### config.mk
export PLATFORM = sky130hd
export DESIGN_NAME = can_irq_hub
export DESIGN_NICKNAME = d
export VERILOG_FILES = /design/src/rtl/can_irq_pkg.sv /design/src/rtl/can_ctrl_regs.sv /design/src/rtl/can_stat_flags.sv /design/src/rtl/can_obj_flags.sv /design/src/rtl/can_irq_hub.sv
export SDC_FILE = /design/constraint.sdc
export NUM_CORES = 1
export LEC_CHECK = 0
export BUFFER_PORTS_ARGS = -buffer_cell sky130_fd_sc_hd__buf_2
export CAP_MARGIN = 15
export CORE_ASPECT_RATIO = 0.75
export CORE_MARGIN = 2
export CORE_UTILIZATION = 50
export CTS_BUF_LIST = sky130_fd_sc_hd__clkbuf_4
export DETAILED_ROUTE_END_ITERATION = 12
export PLACE_DENSITY_LB_ADDON = 0.08
export SLEW_MARGIN = 20
export SYNTH_ARGS = -nofsm -noshare
export SYNTH_HDL_FRONTEND = slang
export SYNTH_SLANG_ARGS = --single-unit
### constraint.sdc
create_clock -name clk -period 2.5 [get_ports clk]
set_clock_uncertainty 0.2 [all_clocks]
set_input_delay 0.5 -clock clk [delete_from_list [all_inputs] [get_ports clk]]
set_output_delay 0.5 -clock clk [all_outputs]
set_load 0.01 [all_outputs]
### src/rtl/can_irq_pkg.sv
package can_irq_pkg;
  localparam int REG_W  = 8;
  localparam int ADDR_W = 3;

  localparam logic [ADDR_W-1:0] A_CTRL   = 3'd0;
  localparam logic [ADDR_W-1:0] A_STAT   = 3'd1;
  localparam logic [ADDR_W-1:0] A_IDENT  = 3'd2;
  localparam logic [ADDR_W-1:0] A_OPEND  = 3'd3;
  localparam logic [ADDR_W-1:0] A_ORXEN  = 3'd4;
  localparam logic [ADDR_W-1:0] A_OTXEN  = 3'd5;
  localparam logic [ADDR_W-1:0] A_TIMING = 3'd6;
  localparam logic [ADDR_W-1:0] A_LEC    = 3'd7;

  localparam int CB_CCE  = 6;
  localparam int CB_EIE  = 3;
  localparam int CB_SIE  = 2;
  localparam int CB_IE   = 1;
  localparam int CB_INIT = 0;
  localparam logic [REG_W-1:0] CTRL_WMASK = 8'h4F;
  localparam logic [REG_W-1:0] CTRL_RST   = 8'h01;

  localparam int ST_RX   = 0;
  localparam int ST_TX   = 1;
  localparam int ST_LEC  = 2;
  localparam int ST_WARN = 3;
  localparam int ST_BOFF = 4;
  localparam int ST_N    = 5;
  localparam int LEC_W   = 3;
endpackage

### src/rtl/can_ctrl_regs.sv
module can_ctrl_regs
  import can_irq_pkg::*;
#(
  parameter logic [REG_W-1:0] TIMING_RST = 8'h00
) (
  input  logic              clk,
  input  logic              rst,
  input  logic              wr_en,
  input  logic [ADDR_W-1:0] addr,
  input  logic [REG_W-1:0]  wdata,
  output logic [REG_W-1:0]  ctrl_q,
  output logic [REG_W-1:0]  timing_q
);
  always_ff @(posedge clk) begin
    if (rst) begin
      ctrl_q   <= CTRL_RST;
      timing_q <= TIMING_RST;
    end else if (wr_en) begin
      if (addr == A_CTRL) ctrl_q <= wdata & CTRL_WMASK;
      if (addr == A_TIMING && ctrl_q[CB_CCE]) timing_q <= wdata;
    end
  end

  assert_timing_locked_R3: assert property (@(posedge clk) disable iff (rst)
    !ctrl_q[CB_CCE] |=> $stable(timing_q));
endmodule

### src/rtl/can_stat_flags.sv
module can_stat_flags
  import can_irq_pkg::*;
(
  input  logic             clk,
  input  logic             rst,
  input  logic             evt_rx,
  input  logic             evt_tx,
  input  logic             evt_warn,
  input  logic             evt_boff,
  input  logic             lec_upd,
  input  logic [LEC_W-1:0] lec_val,
  input  logic             clr_en,
  input  logic [ST_N-1:0]  clr_mask,
  output logic [ST_N-1:0]  pend_q,
  output logic [LEC_W-1:0] lec_q
);
  logic            lec_chg;
  logic [ST_N-1:0] set_v;
  logic [ST_N-1:0] clr_v;

  always_comb begin
    lec_chg = lec_upd && (lec_val != lec_q);
    set_v = '0;
    set_v[ST_RX]   = evt_rx;
    set_v[ST_TX]   = evt_tx;
    set_v[ST_LEC]  = lec_chg;
    set_v[ST_WARN] = evt_warn;
    set_v[ST_BOFF] = evt_boff;
    clr_v = clr_en ? clr_mask : '0;
  end

  always_ff @(posedge clk) begin
    if (rst) begin
      pend_q <= '0;
      lec_q  <= '0;
    end else begin
      pend_q <= (pend_q & ~clr_v) | set_v;
      if (lec_upd) lec_q <= lec_val;
    end
  end

  assert_lec_flag_R7: assert property (@(posedge clk) disable iff (rst)
    (lec_upd && lec_val != lec_q) |=> pend_q[ST_LEC]);
  assert_lec_quiet_R7: assert property (@(posedge clk) disable iff (rst)
    (lec_upd && lec_val == lec_q && !pend_q[ST_LEC]) |=> !pend_q[ST_LEC]);
  assert_rx_sticky_R10: assert property (@(posedge clk) disable iff (rst)
    (pend_q[ST_RX] && !(clr_en && clr_mask[ST_RX])) |=> pend_q[ST_RX]);
  assert_rx_every_frame_R6: assert property (@(posedge clk) disable iff (rst)
    evt_rx |=> pend_q[ST_RX]);
endmodule

### src/rtl/can_obj_flags.sv
module can_obj_flags
  import can_irq_pkg::*;
#(
  parameter int NUM_OBJ = 4
) (
  input  logic              clk,
  input  logic              rst,
  input  logic              wr_en,
  input  logic [ADDR_W-1:0] addr,
  input  logic [REG_W-1:0]  wdata,
  input  logic [NUM_OBJ-1:0] rx_evt,
  input  logic [NUM_OBJ-1:0] tx_evt,
  output logic [NUM_OBJ-1:0] pend_q,
  output logic [NUM_OBJ-1:0] rx_en_q,
  output logic [NUM_OBJ-1:0] tx_en_q
);
  logic wr_pend, wr_rxen, wr_txen;

  assign wr_pend = wr_en && (addr == A_OPEND);
  assign wr_rxen = wr_en && (addr == A_ORXEN);
  assign wr_txen = wr_en && (addr == A_OTXEN);

  for (genvar g = 0; g < NUM_OBJ; g++) begin : g_obj
    logic hit;
    assign hit = (rx_evt[g] && rx_en_q[g]) || (tx_evt[g] && tx_en_q[g]);

    always_ff @(posedge clk) begin
      if (rst) begin
        pend_q[g]  <= 1'b0;
        rx_en_q[g] <= 1'b0;
        tx_en_q[g] <= 1'b0;
      end else begin
        if (hit) pend_q[g] <= 1'b1;
        else if (wr_pend && wdata[g]) pend_q[g] <= 1'b0;
        if (wr_rxen) rx_en_q[g] <= wdata[g];
        if (wr_txen) tx_en_q[g] <= wdata[g];
      end
    end

    assert_obj_gate_R8: assert property (@(posedge clk) disable iff (rst)
      $rose(pend_q[g]) |-> $past((rx_evt[g] && rx_en_q[g]) || (tx_evt[g] && tx_en_q[g])));
  end
endmodule

### src/rtl/can_irq_hub.sv
module can_irq_hub
  import can_irq_pkg::*;
#(
  parameter int NUM_OBJ = 4,
  parameter logic [REG_W-1:0] TIMING_RST = 8'h00
) (
  input  logic               clk,
  input  logic               rst,
  input  logic               reg_wr,
  input  logic [ADDR_W-1:0]  reg_addr,
  input  logic [REG_W-1:0]   reg_wdata,
  output logic [REG_W-1:0]   reg_rdata,
  input  logic               evt_bus_off,
  input  logic               evt_warn,
  input  logic               evt_rx_ok,
  input  logic               evt_tx_ok,
  input  logic               lec_upd,
  input  logic [LEC_W-1:0]   lec_code,
  input  logic [NUM_OBJ-1:0] obj_rx_evt,
  input  logic [NUM_OBJ-1:0] obj_tx_evt,
  output logic               irq,
  output logic [REG_W-1:0]   timing_cfg,
  output logic               init_mode
);
  logic [REG_W-1:0]   ctrl_q;
  logic [ST_N-1:0]    st_pend;
  logic [LEC_W-1:0]   lec_q;
  logic [NUM_OBJ-1:0] obj_pend, obj_rxen, obj_txen;
  logic               stat_hit, any_hit;
  logic [REG_W-1:0]   ident;
  logic               irq_q;
  logic [REG_W-1:0]   rdata_q;

  can_ctrl_regs #(.TIMING_RST(TIMING_RST)) i_ctrl (
    .clk(clk), .rst(rst), .wr_en(reg_wr), .addr(reg_addr), .wdata(reg_wdata),
    .ctrl_q(ctrl_q), .timing_q(timing_cfg)
  );

  can_stat_flags i_stat (
    .clk(clk), .rst(rst),
    .evt_rx(evt_rx_ok), .evt_tx(evt_tx_ok), .evt_warn(evt_warn), .evt_boff(evt_bus_off),
    .lec_upd(lec_upd), .lec_val(lec_code),
    .clr_en(reg_wr && reg_addr == A_STAT), .clr_mask(reg_wdata[ST_N-1:0]),
    .pend_q(st_pend), .lec_q(lec_q)
  );

  can_obj_flags #(.NUM_OBJ(NUM_OBJ)) i_obj (
    .clk(clk), .rst(rst), .wr_en(reg_wr), .addr(reg_addr), .wdata(reg_wdata),
    .rx_evt(obj_rx_evt), .tx_evt(obj_tx_evt),
    .pend_q(obj_pend), .rx_en_q(obj_rxen), .tx_en_q(obj_txen)
  );

  always_comb begin
    stat_hit = (ctrl_q[CB_SIE] && (st_pend[ST_RX] || st_pend[ST_TX] || st_pend[ST_LEC]))
            || (ctrl_q[CB_EIE] && (st_pend[ST_WARN] || st_pend[ST_BOFF]));
    any_hit = stat_hit || (|obj_pend);
    ident = '0;
    for (int i = NUM_OBJ - 1; i >= 0; i--) begin
      if (obj_pend[i]) ident = REG_W'(i + 2);
    end
    if (stat_hit) ident = REG_W'(1);
  end

  always_ff @(posedge clk) begin
    if (rst) begin
      irq_q   <= 1'b0;
      rdata_q <= '0;
    end else begin
      irq_q <= ctrl_q[CB_IE] && any_hit;
      case (reg_addr)
        A_CTRL:   rdata_q <= ctrl_q;
        A_STAT:   rdata_q <= REG_W'(st_pend);
        A_IDENT:  rdata_q <= ident;
        A_OPEND:  rdata_q <= REG_W'(obj_pend);
        A_ORXEN:  rdata_q <= REG_W'(obj_rxen);
        A_OTXEN:  rdata_q <= REG_W'(obj_txen);
        A_TIMING: rdata_q <= timing_cfg;
        default:  rdata_q <= REG_W'(lec_q);
      endcase
    end
  end

  assign irq       = irq_q;
  assign reg_rdata = rdata_q;
  assign init_mode = ctrl_q[CB_INIT];

  assert_irq_needs_ie_R9: assert property (@(posedge clk) disable iff (rst)
    !ctrl_q[CB_IE] |=> !irq);
  assert_irq_follows_R9: assert property (@(posedge clk) disable iff (rst)
    (ctrl_q[CB_IE] && stat_hit) |=> irq);
  assert_err_class_masked_R4: assert property (@(posedge clk) disable iff (rst)
    (!ctrl_q[CB_EIE] && !ctrl_q[CB_SIE] && obj_pend == '0) |=> !irq);
  assert_ident_nonzero_R11: assert property (@(posedge clk) disable iff (rst)
    $fell(any_hit) |=> (reg_addr != A_IDENT || $past(reg_addr) != A_IDENT || reg_rdata == '0));
endmodule

## Yosys cells after proc, flatten, opt, wreduce, memory -nomap -nowiden

Cells that the tools add are included.

- Output and inout bits: 18
- Word-level logic and storage cells: 81
- Bits in registers: 42
- Input port bits: 30

- Equal/unequal tests: 7
- Bitwise operators: 3
- Mux-type cells: 15
- Reduce and logical (&&, ||, !) cells: 38

Operators by type and width:

| kind | number |
|---|---|
| $pmux W8 S7 | 1 |
| $mux W8 | 4 |
| $logic_and A1 B1 Y1 | 21 |
| $eq A3 B3 Y1 const B | 3 |
| $logic_or A1 B1 Y1 | 9 |
| $mux W1 | 8 |
| $reduce_bool A2 Y1 | 4 |
| $eq A3 B2 Y1 const B | 2 |
| $and A5 B5 Y5 | 1 |
| $mux W5 | 1 |
| $not A5 Y5 | 1 |
| $or A5 B5 Y5 | 1 |
| $reduce_and A2 Y1 | 2 |
| $reduce_or A4 Y1 | 1 |
| $eq A3 B1 Y1 const B | 1 |
| $logic_not A3 Y1 | 1 |
| $mux W3 | 1 |
| $ne A3 B3 Y1 | 1 |

## Depth between registers and ports, before layout

Gate-level depths: netlist of run 1.

- Word-level depth: 6
- Gate-level depth with buffers: 6
- Gate-level depth less buffers: 4

## Cells and area by module

From an unflattened synthesis of run 1, not the netlist that was laid out.

- Cells, all modules: 211
- Area total of the unflattened synthesis: 1976.9 µm²

By module, submodules not included:

| module | area an instance (µm²) | seq. area each (µm²) | cells each | instances |
|---|---|---|---|---|
| can_irq_hub | 610.6 | 180.2 | 71 | 1 |
| can_ctrl_regs | 585.6 | 260.2 | 57 | 1 |
| can_obj_flags | 479.2 | 240.2 | 49 | 1 |
| can_stat_flags | 301.5 | 160.2 | 34 | 1 |

## Worst setup path after synthesis of run 1

OpenSTA, ideal clock, no wires.

- Kind: input to register
- Start point: input port reg_addr[2]
- End point: register rdata_q[1], in the netlist reg_rdata[1]
- Setup slack: 0.803 ns
- Cell stages on the path: 5
- Setup time: 0.134 ns
- Required time: 2.166 ns
- Buffers on the path: 1
- Arrival time: 1.364 ns
- Cells stage by stage: buf_6 -> and2_1 -> a221o_1 -> a22oi_1 -> a211oi_2

- Longest elaborated chain between the ends: 2
- Elaborated cells on any way between the ends: 8
- Classes of those cells: eq/ne: 6; mux: 1; reduce/logical: 1

Ends and longest elaborated chain:

| item | line | source |
|---|---|---|
| start, declared | can_irq_hub.sv:10 | `input logic [ADDR_W-1:0] reg_addr,` |
| $eq A3 B3 Y1 (tied with other cells) | can_irq_hub.sv:70 | `case (reg_addr)` |
| $pmux W8 S7 (*) | can_irq_hub.sv:70 |  |
| end signal, assigned | can_irq_hub.sv:71 | `A_CTRL: rdata_q <= ctrl_q;` |
| end signal, assigned | can_irq_hub.sv:72 | `A_STAT: rdata_q <= REG_W'(st_pend);` |
| end signal, assigned | can_irq_hub.sv:73 | `A_IDENT: rdata_q <= ident;` |
| end, declared | can_irq_hub.sv:32 | `logic [REG_W-1:0] rdata_q;` |

Mark *: on every way between the ends. The rest lies on a longest branch, timed or not.
A chain may end at the register's enable or synchronous reset.

## Final worst setup path of run 1

- Start point: input port reg_addr[0]
- End point: register i_ctrl.timing_q[1]

- Longest elaborated chain between the ends: 3

Ends and longest elaborated chain:

| item | line | source |
|---|---|---|
| $eq A3 B3 Y1 | can_ctrl_regs.sv:20 | `if (addr == A_TIMING && ctrl_q[CB_CCE]) timing_q <= wdata;` |
| $logic_and A1 B1 Y1 | can_ctrl_regs.sv:20 |  |
| $reduce_and A2 Y1 (no source line) | -- |  |
| end signal, assigned | can_ctrl_regs.sv:20 |  |
| end, declared | can_ctrl_regs.sv:12 | `output logic [REG_W-1:0] timing_q` |

Every way passes these cells.

==> summary.md, run 1 <==
| Metric | Value |
|---|---|
| Status | finished clean |
| Clk slew on worst S/H paths | approximately 0.12 ns |
| Final Util | 0.615 |
| Slew headroom | 0.499 |
| First-pass GRT wire length | 6910 um |
| PwrDens | a little over 600 nW/um2 |
| Core Box Area | roughly 3700 um2 |
| Cell taking the most area after synthesis | dfxtp_1 |
| Share of synthesized flip-flops with an asynchronous set or reset | 0 |
| Pwr Total | 0.00138 W |
| Count of state elements after synthesis | 42 |
| Post-Syn Instances | 200 |
| Pin count of the biggest net entering global routing | 43 |
| Post-DP HPWL | 3180 um |
| Via count | around 1,600 |
| Post-synth EDFFs | 0 |
| Total congestion overflow | 0 |
| Wire per inst | around 15 um |
| Hold/Removal Path Class | in2reg |
| Worst-Skew Late Latency | ~0.36 ns |
| Initial drt markers | between 150 and 200 |
| # hold bufs at CTS | 0 |
| Placed insts | around 290 |
| Slew @ Worst Pin | 0.751 ns |
| Post-layout net count | 276 |
| Max Slew Vio Count | 0 |
| Crit Path Class | in2reg |
| Postcts setup bufs | 0 |
| Number of global-route vias before repair | between 1,000 and 1,500 |
| Antenna violations before repair | 0 |
| Pre-CTS setup slack | between 0.4 and 0.5 ns |
| Critical path capture point type | flip-flop |
| Final setup vio count | 0 |
| RSZ-0062 raised after global routing | no |
| Post_cts resized | 0 |
| GP Congestion | 0.860 |
| Worst Path Required | 2.54 ns |
| Final Cycle Share | 0.680 |
| Longest Clk Path Bufs | 2 |
| Die width | roughly 75 um |
| Final Non-Filler Cells | about 300 |
| Vias per cell | 5.41 |
| Fmax | between 500 and 600 MHz |
| Cell Area, Synth | roughly 1900 um2 |
| CTS sink cnt | between 40 and 50 |
| Critical Path AT | about 1.7 ns |
| Setup ws final | about 0.8 ns |
| H-tree levels | 2 |
| Initial Util | 0.521 |
| Setup crit start kind | input port |
| MaxCap Viol Count | 0 |
| Synth-to-Final Area Change | 18.1% |
| DRC viols | 0 |
| Post-synth cell types | 44 |
| I/O Pins | between 40 and 50 |
| Overall die height | around 57 um |
| CTS buffer count | 5 |
| Post-synthesis sequential area ratio | 0.441 |
| Routed Antenna Nets | 0 |
| FP Rows | 19 |
| CTS tree | yes |
| TritonRoute pass-1 iters | 4 |
| Tmin final | ~1.7 ns |
| Final hold vios | 0 |
| Main synth FF type | dfxtp_1 |
| Ant. Diodes | 0 |
| Share of the synthesized area in the top cell type | 0.441 |
| Worst vdd ir | about 0.34 mV |
| Critical Path Fanout Max | 21 |
| Detailed Route WL | ~4400 um |
| Synth Net Count | 230 |
| Most common cell after layout, fill and taps aside | buf_2 |
| Top cells by area, synth | dfxtp_1 (44%), mux2i_1 (12%), nor2_1 (8.1%) |
| Most frequent cells in the layout | buf_2 (47), dfxtp_1 (42), nor2_1 (41) |
| IO Port Bufs | 47 |
| Root buffer cell | clkbuf_4 |
| Setup TNS after final layout | 0 ns |
| GRT Overall Usage | 0.215 |
| Full die area | roughly 4300 um2 |
| Share of layout cells above drive strength 1 | 0.275 |
| # fillers | between 300 and 400 |
| Synth warn | 0 |
| Avg Cell Area, Syn | 9.53 um2 |
| Leakage | between 0.9 and 1 nW |
## through the flow
step                area [um2]  hold slack [ns]
global route              2250            0.127
floorplan                 1910            0.231
finish                    2250            0.143
CTS                       2250            0.136
global placement          2150            0.257
detailed placement        2150            0.255
## cells in the mapped netlist (all sizes together) (3+ instances only)
| master | instances |
|---|---|
| o21ai | 4 |
| clkbuf | 5 |
| a222oi | 4 |
| mux2 | 4 |
| xnor2 | 3 |
| dfxtp | 42 |
| nand2 | 15 |
| nor3 | 4 |
| buf | 7 |
| a21oi | 7 |
| mux2i | 23 |
| a22oi | 6 |
| nor2 | 41 |
## critical path: stages
cell and delay (ns):
buf_2 0.24, and2b_4 0.35, and4_1 0.22, buf_4 0.17, mux2i_1 0.20, nor2_1 0.05
## cell families (layout without fill, tap and decap cells)
| group | Yosys count | count (layout) | share of synthesized area |
|---|---|---|---|
| simple gates | 79 | 79 | 0.215 |
| flops | 42 | 42 | 0.441 |
| compound gates | 36 | 36 | 0.139 |
| mux | 27 | 27 | 0.144 |
| buf+inv | 13 | 60 | 0.0472 |
| xor+xnor | 3 | 3 | 0.0138 |
## final timing paths
| path | slack, ns | start | cells after the start | to |
|---|---|---|---|---|
| max reg2reg | 1.03 | i_stat.pend_q[0] | 4 | reg_rdata[2] |
| max | 0.80 | reg_addr[0] | 6 | i_ctrl.timing_q[1] |
| min | 0.14 | evt_bus_off | 3 | i_stat.pend_q[4] |
| min reg2reg | 0.27 | i_ctrl.ctrl_q[1] | 2 | irq |
## cell type report
cell class | instances | area [um2] | share of cell area
clock inverters | 3 | 63.8 | 0.0283
flip-flops and latches | 42 | 841 | 0.373
well taps | 52 | 65.1 | 0.0289
clock buffers | 5 | 37.5 | 0.0167
inverters | 1 | 3.75 | 0.00167
multi-input cells | 145 | 976 | 0.433
repair buffers | 51 | 265 | 0.118
## report_power, final
part	switching (W)	internal, W	total [W]
combinational	0.0000776	0.0000623	0.000140
sequential	0.0000155	0.000689	0.000704
clock	0.000223	0.000308	0.000531
total	0.000316	0.00106	0.00138
## state kept, by name, summed over array words and instances (netlist names)
register,count
irq,1
i_obj.rx_en_q,4
i_ctrl.timing_q,8
i_ctrl.ctrl_q,5
i_stat.lec_q,3
i_obj.tx_en_q,4
i_obj.pend_q,4
i_stat.pend_q,5
reg_rdata,8
## layer usage
layer	wire (um)	vias to the layer above	global-route usage
met5	0	-	0
met4	72	0	0.100
met3	327	8	0.0530
met2	1800	65	0.271
met1	2210	743	0.336
li1	-	801	-
Power figures use the tool's default switching activity.
==> run 2, diff against run 1 <==
clock period = 1.6 ns   (was 2.5 ns; I/O delays follow)
==> summary.md, run 2 (synthesis results as in run 1) <==
| Metric | Value |
|---|---|
| Status | finished clean |
| Critical path capture point type | flip-flop |
| Slew @ Worst Pin | about 0.35 ns |
| Postcts setup bufs | 0 |
| HP Start | obj_tx_evt[2] |
| Critical Path Max Stage Delay | roughly 0.35 ns |
| Most common cell after layout, fill and taps aside | buf_2 |
| FP Rows | 19 |
| Critical Path Fanout Max | 4 |
| Clk slew on worst S/H paths | 0.11 ns |
| Met2 Wirelength | about 2000 um |
| Post_cts resized | 0 |
| Pre-CTS setup slack | -0.143 ns |
| # fillers | 330 |
| Endpoint, Worst Hold | i_obj.pend_q[2] |
| Vias per cell | between 5 and 6 |
| Crit Path Class | reg2reg |
| Longest Clk Path Bufs | 2 |
| Cell-internal power | approximately 0.0014 W |
| P_sw | 0.000479 W |
| Top sig layer | met4 |
| Post-layout net count | ~300 |
| Critical Path AT | between 1.5 and 2 ns |
| Clock Power Share | 0.268 |
| Die width | between 70 and 80 um |
| FF-to-FF End | reg_rdata[2] |
| Max Slew Vio Count | 0 |
| Fmax | between 600 and 700 MHz |
| CTS buffer count | 5 |
| Crit-path leading delay family | compound AO/OA/AOI/OAI gates |
| MaxCap Viol Count | 0 |
| Setup crit start kind | flip-flop |
| Root buffer cell | clkbuf_4 |
| Total congestion overflow | 0 |
| TritonRoute pass-1 iters | 4 |
| Number of global-route vias before repair | 1,489 |
| DRC viols | 0 |
| Setup ws final | around 0.12 ns |
| PwrDens | 768 nW/um2 |
| Worst vdd ir | between 0.6 and 0.7 mV |
| Reg2reg start | i_stat.pend_q[0] |
| Final hold vios | 0 |
| Critical-path top delay cell | dfxtp_1 |
| Antenna violations before repair | 0 |
| Wire per inst | 14.4 um |
| Initial drt markers | around 140 |
| Detailed Route WL | approximately 4700 um |
| Final setup vio count | 0 |
| Crit-path cells | o31ai_1 -> and2_1 -> nand3_1 -> a311oi_1 |
| Overall die height | 57.5 um |
| RSZ-0062 raised after global routing | no |
| Worst-Skew Late Latency | 0.34 ns |
| Leakage | between 1 and 1.5 nW |
| IO Port Bufs | 47 |
| Met1 Wirelength | ~2400 um |
| First-pass GRT wire length | about 7400 um |
| Initial Util | 0.521 |
| DR WL met3 | about 260 um |
| Synth-to-Final Area Change | 28.6% |
| Worst Path Required | 1.65 ns |
| Hold_ws | around 0.025 ns |
| CTS tree | yes |
| Sw frac | 0.255 |
| Sequential share of power | 0.584 |
| Logic gate share of total power | 0.148 |
| CTS sink cnt | 42 |
| Hold Crit Depth | 3 |
| GRT Overall Usage | 0.232 |
| Tmin final | 1.48 ns |
| Pin count of the biggest net entering global routing | 43 |
| Post-DP HPWL | 3430 um |
| Pwr Total | roughly 0.0019 W |
| I/O Pins | 48 |
| Core Box Area | ~3700 um2 |
| Ant. Diodes | 0 |
| Share of layout cells above drive strength 1 | 0.322 |
| Final Cycle Share | 0.925 |
| Reg2Reg Depth | 4 |
| Full die area | around 4300 um2 |
| Worst path bufs/invs | 0 |
| H-tree levels | 2 |
| GP Congestion | ~0.8 |
| Slew headroom | 0.765 |
| Routed Antenna Nets | 0 |
| Most frequent cells in the layout | buf_2 (47), dfxtp_1 (42), nor2_1 (41) |
| Via count | about 1,700 |
| Hold/Removal Path Class | in2reg |
| Worst R2R Setup Slack | between 0.1 and 0.15 ns |
-- run 2: cell types whose count changed in the layout (fill, tap and decap cells not counted), sizes merged --
cell         previous run  this run
dlygate4sd3             0         6
buf                    51        71
clkbuf                  5         6
clkinv                  1         2
bufinv                  2         0
-- run 2: worst max path at each step --
| stage | cells after the start | startpoint | end |
|---|---|---|---|
| 6_report | 4 | i_stat.pend_q[0] | reg_rdata[2] |
| 5_1_grt | 4 | i_stat.pend_q[0] | reg_rdata[2] |
| 4_1_cts | 4 | i_stat.pend_q[0] | reg_rdata[2] |
| 3_5_place_dp | 6 | reg_addr[2] | i_ctrl.timing_q[1] |
| 3_3_place_gp | 6 | reg_addr[1] | reg_rdata[1] |
| 2_1_floorplan | 5 | reg_addr[2] | reg_rdata[1] |
-- run 2: per-stage QoR --
stage                     TNS [ns]  area [um2]  std cells   util
final                            0        2450        325  0.670
after floorplan                  0        1910        200      -
after CTS                        0        2450        325  0.670
after global placement       -1.41        2340        311  0.639
after global routing             0        2450        325  0.670
after detailed placement     -1.81        2340        311  0.639
-- run 2: power by group through the flow --
stage	Clock, W	Combinational (W)	Sequential (W)
floorplan	0	0.000144	0.00112
global placement	0	0.000264	0.00112
detailed placement	0	0.000266	0.00112
CTS	0.000527	0.000277	0.00110
global route	0.000578	0.000303	0.00110
finish	0.000505	0.000278	0.00110
-- run 2: worst register-to-register path, stage by stage (launching register included) --
cell and delay [ns]:
dfxtp_1 0.35, o31ai_1 0.22, and2_1 0.22, nand3_1 0.11, a311oi_1 0.29
-- run 2: cell type report --
class / instances / area (um2) / area share
Clock buffer: 6 / 45.0 / 0.0184
Clock inverter: 2 / 8.76 / 0.00357
Inverter: 1 / 3.75 / 0.00153
Multi-Input combinational cell: 145 / 976 / 0.398
Sequential cell: 42 / 841 / 0.343
Tap cell: 52 / 65.1 / 0.0265
Timing Repair Buffer: 77 / 513 / 0.209
-- run 2: repair_timing --
action	4_1_cts	5_1_grt
hold endpoints to repair	6	0
hold buffers	6	0
endpoints found under the setup margin	0	0
-- run 2: routing by layer --
metal / track usage / vias up
met3: 0.0583 / 7
met1: 0.352 / 805
met4: 0.0827 / 0
met5: 0 / -
met2: 0.317 / 55
li1: - / 858
==> run 3, diff against run 2 <==
==> constraint.sdc (replaced) <==
create_clock -name clk -period 1.6 [get_ports clk]
set_clock_uncertainty 0.2 [all_clocks]
set_input_delay 0.24 -clock clk [delete_from_list [all_inputs] [get_ports clk]]
set_output_delay 0.24 -clock clk [all_outputs]
set_load 0.01 [all_outputs]
==> summary.md, run 3 (synthesis results as in run 1) <==
| Metric | Value |
|---|---|
| Status | finished clean |
| Worst-Skew Late Latency | 0.35 ns |
| MaxCap Viol Count | 0 |
| FP Rows | 19 |
| Wire per inst | around 15 um |
| Die width | roughly 75 um |
| Number of global-route vias before repair | about 1,700 |
| Setup crit start kind | input port |
| Clk slew on worst S/H paths | 0.12 ns |
| GP Congestion | ~0.85 |
| Initial Util | 0.521 |
| Worst Path Required | 1.64 ns |
| RSZ-0062 raised after global routing | no |
| Hold/Removal Path Class | in2reg |
| Crit-path cells | buf_2 -> dlygate4sd3_1 -> buf_4 -> a221o_1 -> a22oi_1 -> a211oi_2 |
| Fmax | 647 MHz |
| Ant. Diodes | 0 |
| Max Slew Vio Count | 0 |
| Critical Path AT | roughly 1.6 ns |
| I/O Pins | 48 |
| GRT Overall Usage | 0.244 |
| Post-DP HPWL | approximately 3500 um |
| Critical Path Fanout Max | 3 |
| Placed insts | roughly 310 |
| Most common cell after layout, fill and taps aside | buf_2 |
| Endpoint, Worst Hold | i_ctrl.ctrl_q[1] |
| Via count | between 1,500 and 2,000 |
| CTS tree | yes |
| Most frequent cells in the layout | buf_2 (47), dfxtp_1 (42), nor2_1 (41) |
| Critical path capture point type | flip-flop |
| Critical-path top delay cell | dlygate4sd3_1 |
| Overall die height | 57.5 um |
| Final Util | 0.721 |
| Detailed Route WL | between 4000 and 5000 um |
| FF-to-FF End | reg_rdata[2] |
| Full die area | 4330 um2 |
| Core Box Area | 3660 um2 |
| IO Port Bufs | 47 |
| Worst R2R Setup Slack | 0.15 ns |
| Setup ws final | 0.0551 ns |
| Post-route cell area | between 2000 and 3000 um2 |
| Final Cycle Share | 0.966 |
| Final setup vio count | 0 |
| Critical Path Max Stage Delay | around 0.56 ns |
| First-pass GRT wire length | between 7000 and 8000 um |
| Vias per cell | 5.31 |
| Longest Clk Path Bufs | 2 |
| Pre-CTS setup slack | -0.0261 ns |
| Leakage | ~1.1 nW |
| Slew headroom | 0.797 |
| Antenna violations before repair | 0 |
| Tmin final | between 1.5 and 2 ns |
| Final Non-Filler Cells | about 340 |
| H-tree levels | 2 |
| Pin count of the biggest net entering global routing | 43 |
| Slew @ Worst Pin | between 0.3 and 0.4 ns |
| Root buffer cell | clkbuf_4 |
| TritonRoute pass-1 iters | 4 |
| Synth-to-Final Area Change | 38.5% |
| PwrDens | approximately 840 nW/um2 |
| Crit Path Class | in2reg |
| Final hold vios | 0 |
| Hold Crit Depth | 3 |
| HP Start | reg_wdata[1] |
| Post-layout net count | 315 |
| Reg2Reg Depth | 4 |
| Share of layout cells above drive strength 1 | 0.301 |
| CTS buffer count | 5 |
| Total congestion overflow | 0 |
| Reg2reg start | i_stat.pend_q[0] |
| Initial drt markers | between 150 and 200 |
| Worst vdd ir | roughly 0.55 mV |
| Post-placement cell area | between 2000 and 2500 um2 |
| CTS sink cnt | 42 |
| Routed Antenna Nets | 0 |
| DRC viols | 0 |
run 3: report_power, final:
group	total [W]	leakage (nW)	internal [W]	switching, W
combinational	0.000303	0.749	0.000167	0.000137
sequential	0.00110	0.342	0.00108	0.0000247
clock	0.000822	0.0528	0.000481	0.000340
total	0.00223	1.14	0.00172	0.000502
run 3: repair_timing:
item	in CTS	in global routing
gates resized for setup	0	1
setup endpoints to repair	0	1
hold buffers	20	2
setup buffers	0	0
endpoints found under the hold margin	19	2
run 3: worst max-delay path by stage:
stage	cells after the start	end	slack, ns	from
2_1_floorplan	5	reg_rdata[1]	0.16	reg_addr[2]
3_3_place_gp	6	i_ctrl.ctrl_q[2]	-0.01	reg_addr[2]
3_5_place_dp	6	i_ctrl.ctrl_q[2]	-0.03	reg_addr[2]
4_1_cts	4	reg_rdata[2]	0.08	i_stat.pend_q[0]
5_1_grt	4	reg_rdata[2]	0.001	i_stat.pend_q[0]
6_report	6	reg_rdata[1]	0.06	reg_addr[0]
run 3: area by class of cell:
class / count / area (um2)
Clock inverter: 3 / 63.8
Sequential cell: 42 / 841
Tap cell: 52 / 65.1
Clock buffer: 5 / 37.5
Fill cell: 317 / 1020
Timing Repair Buffer: 90 / 651
Multi-Input combinational cell: 145 / 978
Inverter: 1 / 3.75
run 3: routing by layer:
layer / GRT usage / routed length, um / vias to the layer above
met2: 0.368 / 2280 / 68
met4: 0.0602 / 45 / 0
met3: 0.0477 / 348 / 6
met1: 0.360 / 2240 / 839
met5: 0 / 0 / -
li1: - / - / 883
run 3: critical path: cells and delay by family:
family	cells	cell delay, ns
buffers and inverters	3	0.84
AO/OA/AOI/OAI	3	0.51
run 3: per-stage QoR:
stage               setup TNS, ns  hold slack (ns)  power, W
floorplan                       0            0.157   0.00126
global placement          -0.0195            0.249   0.00138
detailed placement        -0.0634            0.259   0.00138
CTS                             0          0.00570   0.00223
global route                    0           0.0292   0.00233
finish                          0           0.0291   0.00223
